`src/rtl/xbar_pkg.sv`:
```
package xbar_pkg;
  localparam int XB_NUM_CORES = 4;
  localparam int XB_CORE_W    = 6;
  localparam int XB_OFS_W     = 8;
  localparam int XB_DATA_W    = 32;

  // true when a core number (zero-extended) points at a populated core
  function automatic logic core_populated(input int unsigned num, input int unsigned count);
    return num < count;
  endfunction
endpackage

```
`src/rtl/xbar_req_lane.sv`:
```
module xbar_req_lane #(
  parameter int OFS_W  = 8,
  parameter int DATA_W = 32
) (
  input  logic              clk,
  input  logic              rst_n,
  input  logic              sel,
  input  logic              we,
  input  logic [OFS_W-1:0]  ofs,
  input  logic [DATA_W-1:0] wdata,
  output logic              cs_q,
  output logic              we_q,
  output logic [OFS_W-1:0]  ofs_q,
  output logic [DATA_W-1:0] wdata_q
);
  // private copy of the request for one core; loads only when addressed
  always_ff @(posedge clk or negedge rst_n) begin
    if (!rst_n) begin
      cs_q    <= 1'b0;
      we_q    <= 1'b0;
      ofs_q   <= '0;
      wdata_q <= '0;
    end else begin
      cs_q <= sel;
      if (sel) begin
        we_q    <= we;
        ofs_q   <= ofs;
        wdata_q <= wdata;
      end
    end
  end
endmodule

```
`src/rtl/xbar_write_fanout.sv`:
```
module xbar_write_fanout #(
  parameter int NUM_CORES = 4,
  parameter int CORE_W    = 6,
  parameter int OFS_W     = 8,
  parameter int DATA_W    = 32
) (
  input  logic                        clk,
  input  logic                        rst_n,
  input  logic                        host_cs,
  input  logic                        host_we,
  input  logic [CORE_W-1:0]           core_num,
  input  logic [OFS_W-1:0]            host_ofs,
  input  logic [DATA_W-1:0]           host_wdata,
  output logic [NUM_CORES-1:0]        core_cs,
  output logic [NUM_CORES-1:0]        core_we,
  output logic [NUM_CORES*OFS_W-1:0]  core_addr,
  output logic [NUM_CORES*DATA_W-1:0] core_wdata
);
  import xbar_pkg::*;

  logic                 hit;
  logic [NUM_CORES-1:0] sel;

  function automatic logic [NUM_CORES-1:0] decode_sel(input logic valid,
                                                       input logic [CORE_W-1:0] num);
    logic [NUM_CORES-1:0] r;
    r = '0;
    for (int k = 0; k < NUM_CORES; k++)
      if (valid && num == CORE_W'(k)) r[k] = 1'b1;
    return r;
  endfunction

  assign hit = host_cs && core_populated(32'(core_num), NUM_CORES);
  assign sel = decode_sel(hit, core_num);

  for (genvar k = 0; k < NUM_CORES; k++) begin : g_lane
    logic cs_q, we_q;
    xbar_req_lane #(.OFS_W(OFS_W), .DATA_W(DATA_W)) u_lane (
      .clk     (clk),
      .rst_n   (rst_n),
      .sel     (sel[k]),
      .we      (host_we),
      .ofs     (host_ofs),
      .wdata   (host_wdata),
      .cs_q    (cs_q),
      .we_q    (we_q),
      .ofs_q   (core_addr[k*OFS_W +: OFS_W]),
      .wdata_q (core_wdata[k*DATA_W +: DATA_W])
    );
    assign core_cs[k] = cs_q;
    assign core_we[k] = cs_q & we_q;
  end
endmodule

```
`src/rtl/xbar_read_mux.sv`:
```
module xbar_read_mux #(
  parameter int NUM_CORES = 4,
  parameter int CORE_W    = 6,
  parameter int DATA_W    = 32
) (
  input  logic                        clk,
  input  logic                        rst_n,
  input  logic [CORE_W-1:0]           core_num,
  input  logic [NUM_CORES*DATA_W-1:0] core_rdata,
  output logic [DATA_W-1:0]           rdata_q
);
  import xbar_pkg::*;

  logic [CORE_W-1:0] num_d1, num_d2;
  logic [DATA_W-1:0] mux_out;

  // wide selection; an unpopulated number yields zero
  function automatic logic [DATA_W-1:0] pick(input logic [CORE_W-1:0] num,
                                             input logic [NUM_CORES*DATA_W-1:0] bus);
    logic [DATA_W-1:0] r;
    r = '0;
    for (int k = 0; k < NUM_CORES; k++)
      if (num == CORE_W'(k)) r = bus[k*DATA_W +: DATA_W];
    return r;
  endfunction

  // two select stages line the mux select up with the lane offset registers
  // and give the data and select paths a two-cycle budget
  always_ff @(posedge clk or negedge rst_n) begin
    if (!rst_n) begin
      num_d1 <= '0;
      num_d2 <= '0;
    end else begin
      num_d1 <= core_num;
      num_d2 <= num_d1;
    end
  end

  assign mux_out = core_populated(32'(num_d2), NUM_CORES) ? pick(num_d2, core_rdata) : '0;

  always_ff @(posedge clk or negedge rst_n) begin
    if (!rst_n) rdata_q <= '0;
    else        rdata_q <= mux_out;
  end
endmodule

```
`src/rtl/core_selector_xbar.sv`:
```
module core_selector_xbar #(
  parameter int NUM_CORES = xbar_pkg::XB_NUM_CORES,
  parameter int CORE_W    = xbar_pkg::XB_CORE_W,
  parameter int OFS_W     = xbar_pkg::XB_OFS_W,
  parameter int DATA_W    = xbar_pkg::XB_DATA_W
) (
  input  logic                        clk,
  input  logic                        rst_n,
  input  logic                        host_cs,
  input  logic                        host_we,
  input  logic [CORE_W+OFS_W-1:0]     host_addr,
  input  logic [DATA_W-1:0]           host_wdata,
  output logic [DATA_W-1:0]           host_rdata,
  output logic [NUM_CORES-1:0]        core_cs,
  output logic [NUM_CORES-1:0]        core_we,
  output logic [NUM_CORES*OFS_W-1:0]  core_addr,
  output logic [NUM_CORES*DATA_W-1:0] core_wdata,
  input  logic [NUM_CORES*DATA_W-1:0] core_rdata
);
  logic [CORE_W-1:0] core_num;
  logic [OFS_W-1:0]  host_ofs;

  assign core_num = host_addr[OFS_W +: CORE_W];
  assign host_ofs = host_addr[OFS_W-1:0];

  xbar_write_fanout #(
    .NUM_CORES(NUM_CORES), .CORE_W(CORE_W), .OFS_W(OFS_W), .DATA_W(DATA_W)
  ) u_fanout (
    .clk        (clk),
    .rst_n      (rst_n),
    .host_cs    (host_cs),
    .host_we    (host_we),
    .core_num   (core_num),
    .host_ofs   (host_ofs),
    .host_wdata (host_wdata),
    .core_cs    (core_cs),
    .core_we    (core_we),
    .core_addr  (core_addr),
    .core_wdata (core_wdata)
  );

  xbar_read_mux #(
    .NUM_CORES(NUM_CORES), .CORE_W(CORE_W), .DATA_W(DATA_W)
  ) u_rmux (
    .clk        (clk),
    .rst_n      (rst_n),
    .core_num   (core_num),
    .core_rdata (core_rdata),
    .rdata_q    (host_rdata)
  );
endmodule

```
`config.mk`:
```
export PLATFORM = sky130hd
export DESIGN_NAME = core_selector_xbar
export DESIGN_NICKNAME = d
export VERILOG_FILES = /design/src/rtl/xbar_pkg.sv /design/src/rtl/xbar_req_lane.sv /design/src/rtl/xbar_write_fanout.sv /design/src/rtl/xbar_read_mux.sv /design/src/rtl/core_selector_xbar.sv
export SDC_FILE = /design/constraint.sdc
export NUM_CORES = 1
export LEC_CHECK = 0
export BUFFER_PORTS_ARGS = -buffer_cell sky130_fd_sc_hd__buf_2
export CAP_MARGIN = 20
export CORE_AREA = 2 2 146 148
export CTS_BUF_LIST = sky130_fd_sc_hd__clkbuf_8
export CTS_CLUSTER_SIZE = 28
export DETAILED_ROUTE_END_ITERATION = 8
export DIE_AREA = 0 0 148 150
export GPL_TIMING_DRIVEN = 0
export PLACE_DENSITY = 0.71
export SYNTH_ARGS = -nofsm -noshare
export SYNTH_HDL_FRONTEND = slang
export SYNTH_SLANG_ARGS = --single-unit
```
`constraint.sdc`:
```
create_clock -name clk -period 1.7 [get_ports clk]
set_input_delay 0.085 -clock clk [delete_from_list [all_inputs] [get_ports clk]]
set_output_delay 0.085 -clock clk [all_outputs]
set_load 0.005 [all_outputs]
```
==> metrics.txt <==
# TYPE chip_impl_metric gauge
chip_impl_metric{name="nets",unit=""} 1220
chip_impl_info{name="critPathLaunchType",value="flop"} 1
chip_impl_metric{name="final.setup.worst_slack",unit="ns"} 0.0589
chip_impl_info{name="critical_path.endpoint_type",value="flop"} 1
chip_impl_metric{name="route.vias.total",unit=""} 6465
chip_impl_metric{name="period_needed",unit="ns"} 1.64
chip_impl_metric{name="worstPathArrival",unit="ns"} 2.03
chip_impl_metric{name="gp_routability_congestion",unit=""} 0.774
chip_impl_metric{name="drcViolationCount",unit=""} 0
chip_impl_metric{name="area_growth_syn_to_layout",unit="%"} 53.1
chip_impl_metric{name="finalInstanceArea",unit="µm²"} 12800
chip_impl_metric{name="grt_pass1_vias",unit=""} 7065
chip_impl_metric{name="postLayoutCoreUtil",unit="%"} 61.7
chip_impl_metric{name="vias_per_cell",unit=""} 4.81
chip_impl_info{name="rsz0062_at_grt",value="yes"} 1
chip_impl_metric{name="rrSetupSlack",unit="ns"} 0.06
chip_impl_metric{name="hold_violations",unit=""} 0
chip_impl_metric{name="grtUsageTotal",unit="%"} 21.7
chip_impl_metric{name="gr-total-overflow",unit=""} 0
chip_impl_metric{name="routed_wl",unit="µm"} 25000
chip_impl_metric{name="grt_pass1_wl",unit="µm"} 37300
chip_impl_metric{name="cts_buffers",unit=""} 35
chip_impl_metric{name="ir_worst_vdd",unit="mV"} 0.840
chip_impl_metric{name="number_of_antenna_violations_at_the_first_check_in_global_routing",unit=""} 1
chip_impl_metric{name="placedCellCount",unit=""} 1140
chip_impl_metric{name="die_area",unit="µm²"} 22200
chip_impl_metric{name="netlist_area_before_placement",unit="µm²"} 8350
chip_impl_metric{name="relSlewSlack",unit="%"} 65.1
chip_impl_metric{name="report.final.slew_viol_count",unit=""} 0
chip_impl_metric{name="timing.setup.tns",unit="ns"} 0
chip_impl_metric{name="drv_cap",unit=""} 0
chip_impl_metric{name="drive_above_1_share",unit="%"} 61.6
chip_impl_info{name="layout.cells.most_common",value="buf_2"} 1
chip_impl_metric{name="placement.cell_area",unit="µm²"} 10600
chip_impl_metric{name="cts.path.max_buffers",unit=""} 3
chip_impl_info{name="ctsRootBufferMaster",value="clkbuf_8"} 1
chip_impl_metric{name="synth.yosys.seq_area_share",unit="%"} 63.6
chip_impl_info{name="crit_path_cell_trace",value="buf_2 > buf_4 > mux4_2 > nor2b_1"} 1
chip_impl_metric{name="ys_seq_elements",unit=""} 212
chip_impl_info{name="worst_path_max_delay_cell",value="mux4_2"} 1
chip_impl_info{name="synthTopCellsByArea",value="dfrtp_1 (64%), mux2_2 (22%), mux4_2 (8.6%)"} 1
chip_impl_metric{name="place_hpwl",unit="µm"} 16400
chip_impl_metric{name="fillerInstances",unit=""} 1543
chip_impl_metric{name="number_of_standard_cells_in_the_final_layout_excluding_fillers",unit=""} 1343
chip_impl_metric{name="max_clock_freq",unit="MHz"} 609
chip_impl_metric{name="die_height",unit="µm"} 150
chip_impl_metric{name="rows",unit=""} 53
chip_impl_metric{name="max_stage_delay",unit="ns"} 0.56
chip_impl_metric{name="avgRoutedWirePerCell",unit="µm"} 18.6
chip_impl_metric{name="cts.htree.levels",unit=""} 2
chip_impl_metric{name="synthesis.area_per_instance",unit="µm²"} 17.2
chip_impl_metric{name="firstDrtPassIters",unit=""} 4
chip_impl_info{name="kind_of_critical_path",value="flop to flop"} 1
chip_impl_metric{name="floorplan.initialDensity",unit="%"} 40.3
chip_impl_metric{name="footprint_of_the_multi_input_gates",unit="µm²"} 2860
chip_impl_metric{name="leakagePower",unit="nW"} 6.88
chip_impl_metric{name="area.sequential",unit="µm²"} 5310
chip_impl_metric{name="fp.dieW",unit="µm"} 148
chip_impl_metric{name="yosys.cell_types.count",unit=""} 16
chip_impl_metric{name="grt_max_degree",unit=""} 89
chip_impl_metric{name="clock_insertion_delay_worst_skew",unit="ns"} 0.52
chip_impl_metric{name="p_per_area",unit="nW/µm²"} 977
chip_impl_info{name="most_used_cells_in_the_layout_excluding_fill_and_tap_cells",value="buf_2 (390), dfrtp_1 (212), mux2_2 (164)"} 1
chip_impl_metric{name="clock_tree_skew_after_final_layout",unit="ns"} 0.0101
chip_impl_metric{name="synth-warning-count",unit=""} 0
chip_impl_metric{name="layout_worst_path_cycle_share",unit="%"} 96.5
chip_impl_metric{name="io_buffer_count",unit=""} 377
chip_impl_info{name="hold_path_class",value="primary input to flop"} 1
chip_impl_metric{name="setup_viol",unit=""} 0
chip_impl_metric{name="placement.setup.worst_slack",unit="ns"} -0.0434
chip_impl_metric{name="io-pin-count",unit=""} 378
chip_impl_info{name="synth_largest_area_cell",value="dfrtp_1"} 1
chip_impl_metric{name="first_iter_violations",unit=""} 156
chip_impl_metric{name="ant_nets",unit=""} 0
chip_impl_metric{name="floorplan.core_area",unit="µm²"} 20700
chip_impl_metric{name="required",unit="ns"} 2.08
chip_impl_metric{name="tightestPinTransition",unit="ns"} 0.523
chip_impl_metric{name="yosysTopAreaCellShare",unit="%"} 63.6
chip_impl_info{name="result_of_the_run",value="complete, no violations"} 1
chip_impl_metric{name="syn-num-nets",unit=""} 664
chip_impl_metric{name="numClockSinks",unit=""} 212
chip_impl_metric{name="worst_setup_hold_path_clk_slew",unit="ns"} 0.06
chip_impl_metric{name="path_max_fanout",unit=""} 10
chip_impl_info{name="cts_tree",value="built"} 1
chip_impl_metric{name="gate_count_of_the_mapped_netlist",unit=""} 486
==> synth_stat cells <==
library cell and n:
clkbuf_1 6, buf_6 1, nor3_4 1, and4_1 1
nor2_1 1, nand4b_1 2, nand3_1 1, nor2b_1 33
mux2_2 164, buf_2 17, and2_1 4, dfrtp_1 212
or4_1 1, mux4_2 32, buf_4 7, inv_1 3
==> registers in the layout, summed over array words and instances, names as in the netlist <==
signal	cells
u_rmux.num_d2	6
u_fanout.g_lane.u_lane.ofs_q	32
u_fanout.g_lane.u_lane.cs_q	4
u_fanout.g_lane.u_lane.wdata_q	128
u_rmux.num_d1	6
u_fanout.g_lane.u_lane.we_q	4
u_rmux.rdata_q	32
==> worst paths after layout <==
path                            cells after the start                  startpoint                                                to
worst max-delay path                                4  u_rmux.num_d2[0]$_DFF_PN0_                       u_rmux.rdata_q[2]$_DFF_PN0_
worst min-delay path                                3              core_rdata[37]                       u_rmux.rdata_q[5]$_DFF_PN0_
worst max register to register                      4  u_rmux.num_d2[0]$_DFF_PN0_                       u_rmux.rdata_q[2]$_DFF_PN0_
worst min register to register                      0  u_rmux.num_d1[1]$_DFF_PN0_                        u_rmux.num_d2[1]$_DFF_PN0_
max in group asynchronous                           4                       rst_n                        u_rmux.num_d1[2]$_DFF_PN0_
min in group asynchronous                           2                       rst_n  u_fanout.g_lane[3].u_lane.wdata_q[9]$_DFFE_PN0P_
==> metal layers <==
layer	up-vias	wire, µm	global-route usage, %
met1	3231	9280	23.7
li1	2865	-	-
met5	-	0	0
met4	0	879	9.05
met2	299	12700	38.5
met3	70	2140	7.56
==> final cells by class <==
class,count,share of cell area [%]
diodes,1,0.0196
plain buffers,31,1.43
clock buffers,43,4.63
clock inverters,19,1.06
inverters,3,0.0882
multi-input cells,240,22.4
flip-flops and latches,212,41.5
well taps,275,2.69
repair buffers,519,26.2
==> critical path, delay by kind of cell (launching register included) <==
| kind | cells | cell delay (ns) |
|---|---|---|
| buf+inv | 2 | 0.47 |
| simple gates | 1 | 0.16 |
| mux | 1 | 0.56 |
| flops | 1 | 0.32 |
==> kinds of logic after synthesis <==
group | synth area share (%)
and+or+nand+nor | 3.48
DFF | 63.6
buffers and inverters | 2.19
muxes | 30.8
==> power by group <==
group,switching (W),internal (W),leakage [nW]
logic,0.000796,0.00123,3.64
registers,0.000257,0.00559,2.82
clock network,0.00201,0.00259,0.419
total,0.00306,0.00942,6.88
==> through the flow <==
stage	total power (W)	hold slack, ns
2_1_floorplan	0.00663	-0.211
3_3_place_gp	0.00762	0.210
3_5_place_dp	0.00769	-0.0107
4_1_cts	0.0126	0.000137
5_1_grt	0.0130	0.0125
6_report	0.0125	0.0266
==> timing repair <==
action                                  4_1_cts  5_1_grt
hold buffers                                136        0
endpoints found under the hold margin       319        0
gates cloned                                  0        0
buffers inserted                              0        4
pin swaps                                     0        2
endpoints found under the setup margin       24      108
resized for setup                             0       12
Note: power is estimated with default switching activity, not from simulation.
